**config.mk**
```make
export PLATFORM = sky130hd
export DESIGN_NAME = mem_interleave
export DESIGN_NICKNAME = d
export VERILOG_FILES = /design/src/rtl/mi_pkg.sv /design/src/rtl/mi_phase_gen.sv /design/src/rtl/mi_addr_decode.sv /design/src/rtl/mi_read_mux.sv /design/src/rtl/mem_interleave.sv
export SDC_FILE = /design/constraint.sdc
export NUM_CORES = 1
export LEC_CHECK = 0
export BUFFER_PORTS_ARGS = -buffer_cell sky130_fd_sc_hd__clkbuf_2
export CAP_MARGIN = 0
export CORE_MARGIN = 10
export CORE_UTILIZATION = 41
export CTS_CLUSTER_SIZE = 30
export DETAILED_ROUTE_END_ITERATION = 7
export GPL_TIMING_DRIVEN = 0
export PLACE_DENSITY = 0.95
export SYNTH_ARGS = -nofsm -noshare
export SYNTH_HDL_FRONTEND = slang
export SYNTH_HIERARCHICAL = 1
export SYNTH_SLANG_ARGS = --single-unit
```
**constraint.sdc**
```tcl
create_clock -name clk_i -period 3.3 [get_ports clk_i]
set_input_delay 0.33 -clock clk_i [delete_from_list [all_inputs] [get_ports clk_i]]
set_output_delay 0.33 -clock clk_i [all_outputs]
set_load 0.05 [all_outputs]
```
**src/rtl/mi_pkg.sv**
```systemverilog
package mi_pkg;
  typedef enum logic [1:0] {
    REG_NONE = 2'd0,
    REG_RAM  = 2'd1,
    REG_ROM  = 2'd2,
    REG_IO   = 2'd3
  } region_e;
endpackage

```
**src/rtl/mi_phase_gen.sv**
```systemverilog
module mi_phase_gen #(
  parameter int HALF_PAL  = 5,
  parameter int HALF_NTSC = 4
) (
  input  logic clk_i,
  input  logic rst_ni,
  input  logic ntsc_i,
  output logic phi1_o,
  output logic phi2_o,
  output logic we_win_o,
  output logic latch_o
);
  localparam int MAX_HALF = (HALF_PAL > HALF_NTSC) ? HALF_PAL : HALF_NTSC;
  localparam int CW       = $clog2(2 * MAX_HALF + 1);

  logic          run_q;
  logic [CW-1:0] cnt_q, half_q, last;

  assign last = (half_q << 1) - CW'(1);

  always_ff @(posedge clk_i or negedge rst_ni) begin
    if (!rst_ni) begin
      run_q  <= 1'b0;
      cnt_q  <= '0;
      half_q <= CW'(HALF_PAL);
    end else if (!run_q || cnt_q == last) begin
      run_q  <= 1'b1;
      cnt_q  <= '0;
      half_q <= ntsc_i ? CW'(HALF_NTSC) : CW'(HALF_PAL);
    end else begin
      cnt_q  <= cnt_q + CW'(1);
    end
  end

  assign phi1_o   = run_q && (cnt_q < half_q);
  assign phi2_o   = run_q && (cnt_q >= half_q);
  assign we_win_o = phi2_o && (cnt_q != last);
  assign latch_o  = run_q && (cnt_q == half_q - CW'(1));
endmodule

```
**src/rtl/mi_addr_decode.sv**
```systemverilog
module mi_addr_decode
  import mi_pkg::*;
#(
  parameter int              AW       = 16,
  parameter logic [AW-1:0]   RAM_MASK = 16'h8000,
  parameter logic [AW-1:0]   RAM_BASE = 16'h0000,
  parameter logic [AW-1:0]   ROM_MASK = 16'hC000,
  parameter logic [AW-1:0]   ROM_BASE = 16'hC000,
  parameter logic [AW-1:0]   IO_MASK  = 16'hF000,
  parameter logic [AW-1:0]   IO_BASE  = 16'hB000
) (
  input  logic [AW-1:0] addr_i,
  output region_e       region_o
);
  // mask bits clear = don't care; no unknowns enter the compare
  logic ram_hit, rom_hit, io_hit;
  assign ram_hit = (addr_i & RAM_MASK) == RAM_BASE;
  assign rom_hit = (addr_i & ROM_MASK) == ROM_BASE;
  assign io_hit  = (addr_i & IO_MASK)  == IO_BASE;

  always_comb begin
    if (ram_hit)      region_o = REG_RAM;
    else if (rom_hit) region_o = REG_ROM;
    else if (io_hit)  region_o = REG_IO;
    else              region_o = REG_NONE;
  end
endmodule

```
**src/rtl/mi_read_mux.sv**
```systemverilog
module mi_read_mux
  import mi_pkg::*;
#(
  parameter int            DW       = 8,
  parameter logic [DW-1:0] OPEN_BUS = 8'h0E
) (
  input  region_e       region_i,
  input  logic [DW-1:0] ram_i,
  input  logic [DW-1:0] rom_i,
  input  logic [DW-1:0] io_i,
  output logic [DW-1:0] data_o
);
  always_comb begin
    unique case (region_i)
      REG_RAM: data_o = ram_i;
      REG_ROM: data_o = rom_i;
      REG_IO:  data_o = io_i;
      default: data_o = OPEN_BUS;
    endcase
  end
endmodule

```
**src/rtl/mem_interleave.sv**
```systemverilog
module mem_interleave
  import mi_pkg::*;
#(
  parameter int            AW        = 16,
  parameter int            DW        = 8,
  parameter int            HALF_PAL  = 5,
  parameter int            HALF_NTSC = 4,
  parameter logic [DW-1:0] OPEN_BUS  = 8'h0E
) (
  input  logic          clk_i,
  input  logic          rst_ni,
  input  logic          ntsc_i,
  output logic          phi1_o,
  output logic          phi2_o,
  input  logic [AW-1:0] vid_addr_i,
  output logic [DW-1:0] vid_data_o,
  output logic          vid_valid_o,
  input  logic [AW-1:0] cpu_addr_i,
  input  logic          cpu_we_i,
  input  logic [DW-1:0] cpu_wdata_i,
  output logic [DW-1:0] cpu_rdata_o,
  output logic [AW-1:0] ram_addr_o,
  output logic          ram_cs_o,
  output logic          ram_we_o,
  output logic [DW-1:0] ram_wdata_o,
  input  logic [DW-1:0] ram_rdata_i,
  output logic          rom_cs_o,
  input  logic [DW-1:0] rom_rdata_i,
  output logic          io_cs_o,
  input  logic [DW-1:0] io_rdata_i
);
  logic    phi1, phi2, we_win, latch;
  region_e region;
  logic [DW-1:0] vid_data_q;
  logic          vid_valid_q;

  mi_phase_gen #(.HALF_PAL(HALF_PAL), .HALF_NTSC(HALF_NTSC)) u_phase (
    .clk_i(clk_i), .rst_ni(rst_ni), .ntsc_i(ntsc_i),
    .phi1_o(phi1), .phi2_o(phi2), .we_win_o(we_win), .latch_o(latch)
  );

  mi_addr_decode #(.AW(AW)) u_dec (
    .addr_i(cpu_addr_i), .region_o(region)
  );

  mi_read_mux #(.DW(DW), .OPEN_BUS(OPEN_BUS)) u_rmux (
    .region_i(region), .ram_i(ram_rdata_i), .rom_i(rom_rdata_i),
    .io_i(io_rdata_i), .data_o(cpu_rdata_o)
  );

  always_ff @(posedge clk_i or negedge rst_ni) begin
    if (!rst_ni) begin
      vid_data_q  <= '0;
      vid_valid_q <= 1'b0;
    end else begin
      vid_valid_q <= latch;
      if (latch) vid_data_q <= ram_rdata_i;
    end
  end

  assign phi1_o      = phi1;
  assign phi2_o      = phi2;
  assign vid_data_o  = vid_data_q;
  assign vid_valid_o = vid_valid_q;
  assign ram_addr_o  = phi2 ? cpu_addr_i : vid_addr_i;
  assign ram_cs_o    = phi1 || (phi2 && region == REG_RAM);
  assign ram_we_o    = we_win && cpu_we_i && region == REG_RAM;
  assign ram_wdata_o = phi2 ? cpu_wdata_i : '0;
  assign rom_cs_o    = region == REG_ROM;
  assign io_cs_o     = region == REG_IO;
endmodule

```
## After elaboration in Yosys (flattened, before gate mapping)

Cells that the tools add are included.

| storage, ports and cells | value |
|---|---|
| bits of input ports | 68 |
| ROM bits | 0 |
| logic and storage cells | 37 |
| memories | 0 |
| latch bits | 0 |
| flip-flop bits (word level) | 18 |
| bits in writable memories | 0 |

| cells by class | value |
|---|---|
| shift-type cells | 0 |
| reduce and logical (&&, ||, !) cells | 11 |
| equal/unequal tests | 8 |
| multiplexer cells | 8 |
| multipliers | 0 |
| $lt $le $gt $ge | 2 |
| bitwise gates (word level) | 0 |
| add/subtract/negate cells | 3 |
| div/mod/pow operators | 0 |

Operators by type and width:

| kind | number |
|---|---|
| $pmux 8 s3 | 1 |
| $logic_not 16->1 | 1 |
| $mux 16 | 1 |
| $eq 4x4->1 | 2 |
| $mux 8 | 1 |
| $sub 4x1->4 const B | 2 |
| $logic_and 1x1->1 | 7 |
| $eq 2x2->1 const B | 3 |
| $mux 2 | 3 |
| $add 4x1->4 const B | 1 |
| $eq 4x4->1 const B | 1 |
| $ge 4x4->1 | 1 |
| $lt 4x4->1 | 1 |
| $mux 4 | 1 |
| $ne 4x4->1 | 1 |
| $eq 2x1->1 const B | 1 |
| $logic_or 1x1->1 | 2 |
| $logic_not 1->1 | 1 |
| $mux 1 | 1 |

## Logic depth before layout (Yosys ltp)

Gate-level depths: netlist (run 1).

| depth | value |
|---|---|
| depth after elaboration | 7 |
| depth in mapped cells | 8 |

## By module

The synthesis (run 1) kept the hierarchy.

By module, submodules not included:

| module | instances | area an instance (um^2) | cells an instance |
|---|---|---|---|
| mem_interleave | 1 | 666.9 | 50 |
| mi_phase_gen | 1 | 390.4 | 41 |
| mi_read_mux | 1 | 207.7 | 20 |
| mi_addr_decode | 1 | 23.8 | 4 |

## Least setup slack after synthesis (run 1)

OpenSTA, ideal clock, no wires.

| timing path | value |
|---|---|
| kind | register -> output |
| start | register u_phase.cnt_q[0] |
| end | output ram_wdata_o[0] |
| stages on the path, launching flop included | 8 |
| required time | 2.970 ns |
| arrival time | 2.303 ns |
| path buffers | 2 |
| slack | 0.667 ns |
| cell sequence | dfrtp_1 > inv_1 > ha_1 > nor3_1 > nor2_1 > buf_6 > buf_6 > and2_1 |

| between the ends | value |
|---|---|
| longest elaborated chain between the ends | 3 |

Ends and longest elaborated chain:

| element | line | RTL |
|---|---|---|
| start: declaration | mi_phase_gen.sv:17 | `logic [CW-1:0] cnt_q, half_q, last;` |
| start signal: assignment | mi_phase_gen.sv:31 | `cnt_q <= cnt_q + CW'(1);` |
| $ge 4x4->1 | mi_phase_gen.sv:36 | `assign phi2_o = run_q && (cnt_q >= half_q);` |
| $logic_and 1x1->1 | mi_phase_gen.sv:36 |  |
| via phi2_o | mem_interleave.sv:14 | `output logic phi2_o,` |
| $mux 8 | mem_interleave.sv:68 | `assign ram_wdata_o = phi2 ? cpu_wdata_i : '0;` |
| end: declaration | mem_interleave.sv:25 | `output logic [DW-1:0] ram_wdata_o,` |

The timed path passes the listed nets, and every way through them passes these cells.

## Worst setup path after layout (run 1)

| timing path | value |
|---|---|
| start | register u_phase.cnt_q[0] |
| end | output ram_addr_o[11] |

| between the ends | value |
|---|---|
| longest elaborated chain between the ends | 3 |

Ends and longest elaborated chain:

| element | line | RTL |
|---|---|---|
| $ge 4x4->1 | mi_phase_gen.sv:36 |  |
| $logic_and 1x1->1 | mi_phase_gen.sv:36 |  |
| $mux 16 | mem_interleave.sv:65 | `assign ram_addr_o = phi2 ? cpu_addr_i : vid_addr_i;` |
| end: declaration | mem_interleave.sv:22 | `output logic [AW-1:0] ram_addr_o,` |

No other way between the ends.

==> results.toml, run 1 <==
[status]
status = "completed"

[setup_path]
cp-start-kind = "flop"
end_kind = "primary output"
cp.required_ns = 2.97
slowest_stage = "dfrtp_1"
crit_path_max_fanout = 10
slowest_delay_ns = 0.45
crit_chain = "inv_1, ha_1, nor3_1, nor2_1, buf_6, buf_12, mux2_4, clkbuf_2"
cp.arrival_ns = 2.33
crit_type = "reg2out"

[hold_path]
holdCritPathClass = "in2reg"

[logic_synthesis]
synth_cell_type_count = 34
avgSynthCellArea_um2 = 11.2
yosysSeqAreaShare_pct = 29.2
synth-warning-count = 6
netlist_instances = 115
syn_area_mm2 = 0.00129
syn_nets = 185
ys_ff_latch = 15

[power]
pwr-share-comb_pct = 59.9
finalPower_w = 0.000932
power_leakage_nw = 1.09
power_frac_seq_pct = 29.1
ir_drop_v = 0.000495
power_frac_clock_pct = 11.0
p_sw_w = 0.000475
p_int_w = 0.000457
power.density_mw_per_mm2 = 478
switching_share_pct = 50.9

[drt]
num_vias = 1349
drtPass1Iterations = 4
via_per_inst = 4.85
wire_per_inst_um = 17.1
drt-initial-drc-count = 69
wirelength_um = 4740
postRouteAntennaNets = 0
remaining_drc_errors = 0

[sta]
hold_viol = 0
slew_violations = 0
fin_ws_ns = 0.640
fmax_ghz = 0.376
rsz0062_at_grt = "no"
skew_ns = 0.00162
setup_viol_count_final = 0
finalCritPeriodShare_pct = 80.6
period_needed_ns = 2.66
tns_ns = 0

[placement]
io_buffers = 114
gp_congestion = 0.845
placed_cell_area_mm2 = 0.00191
place_inst = 273
dp_slack_ns = 0.974
dp_hpwl_um = 4260

[floorplan]
io_pins = 115
rows = 20
die_area_mm2 = 0.00579
chipHeight_um = 76.1
start_util_pct = 42.6
dieWidth_um = 76.1
core-area_mm2 = 0.00303

[grt]
grt.total_usage_pct = 15.3
grt_overflow = 0
grt_pass1_wl_um = 7450
grt_pass1_vias = 1412
grt_max_degree = 16
antenna_found_initial = 0

[clock_tree]
cts_made_buffers = 3
cts_root_buf = "clkbuf_4"
cts_max_level = 1
ctsLongestPathBuffers = 2
post_cts_buffers = 0
cts_tree = "done"
clk_pin_slew_ns = 0.08
cts_resized = 0
clkLatencyLatePin_ns = 0.28
postCtsHoldBufs = 1
clock-sinks = 15

[job]
maxCapViolCount = 0

[layout]
drive_above_1_share_pct = 67.1
layout_commonest_cell = "clkbuf_2"
nets = 305
area_growth_pct = 51.4
fin_cells = 278
num_antenna_cells = 0
design_area_mm2 = 0.00195
mostFrequentLayoutCells = "114 x clkbuf_2, 16 x mux2_4, 14 x dfrtp_1"
final timing paths:
kind / startpoint / to / slack, ns / cells past startpoint
max: u_phase/cnt_q[0] / ram_addr_o[11] / 0.64 / 8
min: ntsc_i / u_phase/half_q[0] / 0.22 / 2
max reg2reg: u_phase/cnt_q[0] / vid_data_o[3] / 1.42 / 5
min reg2reg: vid_data_o[1] / vid_data_o[1] / 0.51 / 1
max in group asynchronous: rst_ni / u_phase/half_q[0] / 2.51 / 2
min in group asynchronous: rst_ni / vid_valid_o / 0.48 / 2
flip-flops by register name, indices dropped and copies added, names as in the netlist:
signal          count
u_phase/half_q      1
u_phase/run_q       1
vid_data_o          8
vid_valid_o         1
u_phase/cnt_q       4
cells in the mapped netlist:
| master | n | area share [%] |
|---|---|---|
| a211oi_2 | 1 | 0.97 |
| a21o_1 | 1 | 0.58 |
| a21oi_1 | 4 | 1.6 |
| a21oi_2 | 1 | 0.68 |
| a22o_1 | 5 | 3.4 |
| a2bb2oi_1 | 3 | 2.0 |
| a31o_1 | 1 | 0.68 |
| and2_1 | 9 | 4.4 |
| and2b_1 | 1 | 0.58 |
| and3_1 | 1 | 0.49 |
| and4b_1 | 1 | 0.78 |
| buf_12 | 1 | 1.6 |
| buf_2 | 1 | 0.39 |
| buf_4 | 1 | 0.58 |
| buf_6 | 4 | 3.5 |
| conb_1 | 1 | 0.29 |
| dfrtp_1 | 14 | 27 |
| dfstp_2 | 1 | 2.0 |
| ha_1 | 2 | 1.9 |
| inv_1 | 1 | 0.29 |
| mux2_2 | 13 | 11 |
| mux2_4 | 16 | 19 |
| mux2i_1 | 3 | 2.3 |
| nand2_1 | 4 | 1.2 |
| nand2b_1 | 4 | 1.9 |
| nand4b_1 | 1 | 0.68 |
| nand4bb_1 | 2 | 1.7 |
| nor2_1 | 3 | 0.87 |
| nor2b_1 | 6 | 2.9 |
| nor3_1 | 3 | 1.2 |
| nor3b_1 | 2 | 1.2 |
| o21ai_0 | 2 | 0.78 |
| o21ai_2 | 1 | 0.68 |
| xor2_1 | 1 | 0.68 |
stage by stage:
step	hold slack, ns	utilization, %
after floorplan	0.0344	-
after global placement	0.259	63.2
after detailed placement	0.261	63.2
after CTS	0.211	64.4
after global routing	0.205	64.4
final	0.221	64.4
kinds of logic (layout without fill, tap and decap cells):
group                    count (synthesis)  after routing  synth area share, %
AND/OR/NAND/NOR                         37             37                 17.9
other                                    1              1                0.291
flip-flops                              15             15                 29.2
multiplexers                            32             32                 32.3
AO/OA/AOI/OAI                           19             19                 11.4
adder cells (fa/ha/maj)                  2              2                 1.94
XOR/XNOR                                 1              1                0.680
buffers and inverters                    8            127                 6.31
power by group through the flow:
stage	logic, W	clock network [W]	registers [W]
finish	0.000558	0.000102	0.000272
global route	0.000587	0.000115	0.000279
CTS	0.000564	0.000109	0.000272
detailed placement	0.000562	0	0.000276
global placement	0.000555	0	0.000271
floorplan	0.000233	0	0.000452
critical path: cells and delay by family, from the launching register on:
family | cells | cell delay (ns)
buffers and inverters | 4 | 0.65
multiplexers | 1 | 0.29
flip-flops | 1 | 0.45
AND/OR/NAND/NOR | 2 | 0.35
adder cells (fa/ha/maj) | 1 | 0.32
per-layer routing:
| layer | part of all wire [%] | up-vias | global-route usage [%] |
|---|---|---|---|
| met5 | 0 | - | 0 |
| met4 | 2.4 | 0 | 5.76 |
| met3 | 9.3 | 8 | 4.48 |
| met2 | 49 | 83 | 27.1 |
| met1 | 39 | 604 | 16.8 |
| li1 | - | 654 | - |
area by class of cell:
type	count	area, um2
Sequential cell	15	377
Fill cell	249	1080
Tap cell	44	55.1
Inverter	1	3.75
Clock buffer	4	26.3
Buffer	7	77.6
Timing Repair Buffer	115	581
Multi-Input combinational cell	92	831
(Power assumes the default switching activity.)
==> run 2, diff against run 1 <==
CORE_UTILIZATION = 38   (was 41)
PLACE_DENSITY = 0.91   (was 0.95)
clock period = 2.8 ns   (was 3.3 ns; I/O delays follow)
==> results.toml, run 2 (synthesis gave the netlist of run 1 again) <==
[setup_path]
slowest_stage = "dfstp_2"
worst-path-buf-inv = 3
cp.arrival_ns = 2.34
cp.required_ns = 2.52
worstReg2RegStart = "u_phase/half_q[0]"
cp-start-kind = "flop"
cp-startpoint = "u_phase/half_q[0]"
crit_type = "reg2out"
crit_family = "flip-flops"
crit_path_max_fanout = 10
crit_chain = "ha_1, nor3_1, nor2_1, buf_6, buf_12, mux2_4, clkbuf_2"
end_kind = "primary output"
slowest_delay_ns = 0.60

[grt]
grt_max_degree = 16
grt.total_usage_pct = 13.8
grt_overflow = 0
antenna_found_initial = 0
grt_pass1_vias = 1315
grt_pass1_wl_um = 6940

[hold_path]
holdCritPathClass = "in2reg"
min_from = "ntsc_i"

[floorplan]
io_pins = 115
rows = 21
die_area_mm2 = 0.00612
start_util_pct = 38.9
core-area_mm2 = 0.00331
chipHeight_um = 78.2
dieWidth_um = 78.2

[power]
power_leakage_nw = 1.09
power_frac_seq_pct = 28.9
switching_share_pct = 51.3
power_frac_clock_pct = 11.1
ir_drop_v = 0.000507
pwr-share-comb_pct = 59.9
power.density_mw_per_mm2 = 564
p_int_w = 0.000537
p_sw_w = 0.000565

[clock_tree]
ctsLongestPathBuffers = 2
clock-sinks = 15
postCtsHoldBufs = 1
cts_tree = "done"
cts_root_buf = "clkbuf_4"
clk_pin_slew_ns = 0.08
cts_made_buffers = 3
cts_max_level = 1
clkLatencyLatePin_ns = 0.29
post_cts_buffers = 0
cts_resized = 0

[drt]
remaining_drc_errors = 0
wl_met3_um = 485
drtPass1Iterations = 4
highest-signal-layer = "met4"
num_vias = 1342
postRouteAntennaNets = 0
wl_met2_um = 2460
wire_per_inst_um = 17.0
via_per_inst = 4.79
wirelength_um = 4770
drt-initial-drc-count = 26
m1WireLength_um = 1740

[layout]
num_antenna_cells = 0
area_growth_pct = 51.7
nets = 305
layout_commonest_cell = "clkbuf_2"
largest_reg_flops = 8
drive_above_1_share_pct = 67.5
mostFrequentLayoutCells = "114 x clkbuf_2, 16 x mux2_4, 14 x dfrtp_1"

[placement]
dp_slack_ns = 0.510
io_buffers = 114
gp_congestion = 0.835
dp_hpwl_um = 4250

[sta]
finalCritPeriodShare_pct = 93.5
slew_violations = 0
fin_ws_ns = 0.183
setup_viol_count_final = 0
period_needed_ns = 2.62
hold_viol = 0
skew_ns = 0.00626
rsz0062_at_grt = "no"
fmax_ghz = 0.382
tns_ns = 0

[job]
maxCapViolCount = 0

[status]
status = "completed"
[run 2: path summary, 6_finish.rpt]
path / to / slack [ns] / cells after the start
worst min register to register: vid_data_o[3] / 0.51 / 1
worst max register to register: vid_data_o[4] / 0.95 / 4
max in group asynchronous: u_phase/half_q[0] / 2.03 / 2
worst max-delay path: ram_addr_o[7] / 0.18 / 7
worst min-delay path: u_phase/half_q[0] / 0.14 / 2
min in group asynchronous: vid_valid_o / 0.46 / 2
[run 2: cell type report]
type / count / area [um2]
multi-input cells: 92 / 831
repair buffers: 115 / 581
fillers: 293 / 1360
clock buffers: 3 / 22.5
inverters: 1 / 3.75
plain buffers: 7 / 77.6
clock inverters: 1 / 5.00
flip-flops and latches: 15 / 377
well taps: 46 / 57.6
[run 2: stage by stage]
stage | utilization (%) | instance area, um2 | instances | hold WS [ns] | total power (W)
global route | 59.0 | 1950 | 280 | 0.154 | 0.00115
CTS | 59.0 | 1950 | 280 | 0.139 | 0.00111
finish | 59.0 | 1950 | 280 | 0.145 | 0.00110
detailed placement | 57.9 | 1920 | 275 | 0.204 | 0.000988
global placement | 57.9 | 1920 | 275 | 0.205 | 0.000976
floorplan | - | 1290 | 115 | -0.0156 | 0.000808
[run 2: routing by layer]
metal	vias up	global-route usage, %
li1	658	-
met1	599	14.3
met2	76	26.5
met3	9	3.87
met4	0	3.76
met5	-	0
[run 2: power groups by stage]
stage | logic, W | clock network [W] | registers [W]
final | 0.000660 | 0.000123 | 0.000319
after global routing | 0.000690 | 0.000135 | 0.000327
after CTS | 0.000667 | 0.000129 | 0.000319
after detailed placement | 0.000664 | 0 | 0.000324
after global placement | 0.000657 | 0 | 0.000319
after floorplan | 0.000275 | 0 | 0.000533
==> run 3, diff against run 2 <==
CORE_MARGIN = 2   (was 10)
==> results.toml, run 3 (synthesis gave the netlist of run 1 again) <==
[status]
status = "completed"

[layout]
design_area_mm2 = 0.00195
regArea_um2 = 377
mostFrequentLayoutCells = "114 x clkbuf_2, 16 x mux2_4, 14 x dfrtp_1"
num_antenna_cells = 0
layout_commonest_cell = "clkbuf_2"
drive_above_1_share_pct = 67.1
n_fill_cell = 283
multi_input_area_um2 = 831
largest_reg_flops = 8
nets = 305
area_growth_pct = 51.6

[setup_path]
crit_path_max_fanout = 10
crit_type = "reg2out"
cp-start-kind = "flop"
end_kind = "primary output"
cp.required_ns = 2.52
cp.arrival_ns = 2.33

[clock_tree]
clk_pin_slew_ns = 0.08
cts_tree = "done"
ctsLongestPathBuffers = 2
cts_made_buffers = 3
cts_resized = 0
clock-sinks = 15
cts_root_buf = "clkbuf_4"
clkLatencyLatePin_ns = 0.28
cts_max_level = 1

[sta]
tns_ns = 0
period_needed_ns = 2.61
skew_ns = 0.00154
hold_viol = 0
slew_violations = 0
finalCritPeriodShare_pct = 93.2
rsz0062_at_grt = "no"
fmax_ghz = 0.383
setup_viol_count_final = 0

[power]
power.density_mw_per_mm2 = 565
finalPower_w = 0.00110
power_leakage_nw = 1.09
ir_drop_v = 0.000466

[drt]
wire_per_inst_um = 13.6
wirelength_um = 3800
remaining_drc_errors = 0
via_per_inst = 4.86
drt-initial-drc-count = 41
num_vias = 1362
drtPass1Iterations = 4
postRouteAntennaNets = 0

[floorplan]
chipHeight_um = 62.2
core-area_mm2 = 0.00328
rows = 21
dieWidth_um = 62.2
start_util_pct = 39.2
die_area_mm2 = 0.00387
io_pins = 115

[job]
maxCapViolCount = 0

[grt]
antenna_found_initial = 0
grt_max_degree = 16
grt_pass1_wl_um = 6200
grt_overflow = 0
grt.total_usage_pct = 19.6
grt_pass1_vias = 1325

[hold_path]
holdCritPathClass = "in2reg"

[placement]
io_buffers = 114
dp_hpwl_um = 3190
placed_cell_area_mm2 = 0.00192
gp_congestion = 0.784
[run 3: changes by cell type in the layout (fill, tap and decap cells not counted), sizes merged]
cell	delta
clkbuf	+1
clkinv	-1
[run 3: path summary, 6_finish.rpt]
check | start | end | slack (ns) | depth (start not counted)
min | ntsc_i | u_phase/half_q[0] | 0.14 | 2
max in group asynchronous | rst_ni | u_phase/half_q[0] | 2.04 | 2
min in group asynchronous | rst_ni | vid_data_o[3] | 0.45 | 2
max reg2reg | u_phase/half_q[0] | vid_data_o[3] | 0.92 | 4
max | u_phase/half_q[0] | ram_addr_o[9] | 0.19 | 7
min reg2reg | vid_data_o[4] | vid_data_o[4] | 0.52 | 1
[run 3: what timing repair did]
action	in CTS	in global routing
setup endpoints to repair	0	0
hold buffers	1	0
setup buffers	0	0
endpoints found under the hold margin	14	0
[run 3: power breakdown]
part	total (W)	leakage (nW)	switching, W	internal (W)
Combinational	0.000657	0.885	0.000456	0.000201
Sequential	0.000325	0.188	0.0000424	0.000282
Clock	0.000122	0.0150	0.0000664	0.0000553
[run 3: cell type report]
cell class / count / share of cell area (%)
Multi-Input combinational cell: 92 / 42.5
Timing Repair Buffer: 115 / 29.7
Sequential cell: 15 / 19.3
Buffer: 7 / 3.97
Tap cell: 46 / 2.95
Clock buffer: 4 / 1.35
Inverter: 1 / 0.192
[run 3: critical path, stage by stage, from the launching register on]
cell and delay [ns]:
dfstp_2 0.59, ha_1 0.26, nor3_1 0.24, nor2_1 0.12, buf_6 0.16, buf_12 0.14, mux2_4 0.30, clkbuf_2 0.24
[run 3: metrics by stage]
stage	utilization [%]	setup WS (ns)	hold WS (ns)	std cells
floorplan	-	0.217	-0.0156	115
global placement	58.4	0.534	0.200	275
detailed placement	58.4	0.518	0.207	275
CTS	59.5	0.189	0.131	280
global route	59.5	0.0677	0.136	280
finish	59.5	0.191	0.145	280
[run 3: per-layer routing]
layer	part of all wire, %	wire length (um)	vias up	global-route usage (%)
met1	38	1450	631	22.7
met3	8.2	313	8	5.62
met2	52	1960	61	33.7
met5	0	0	-	0
met4	1.9	73	0	8.61
li1	-	-	662	-
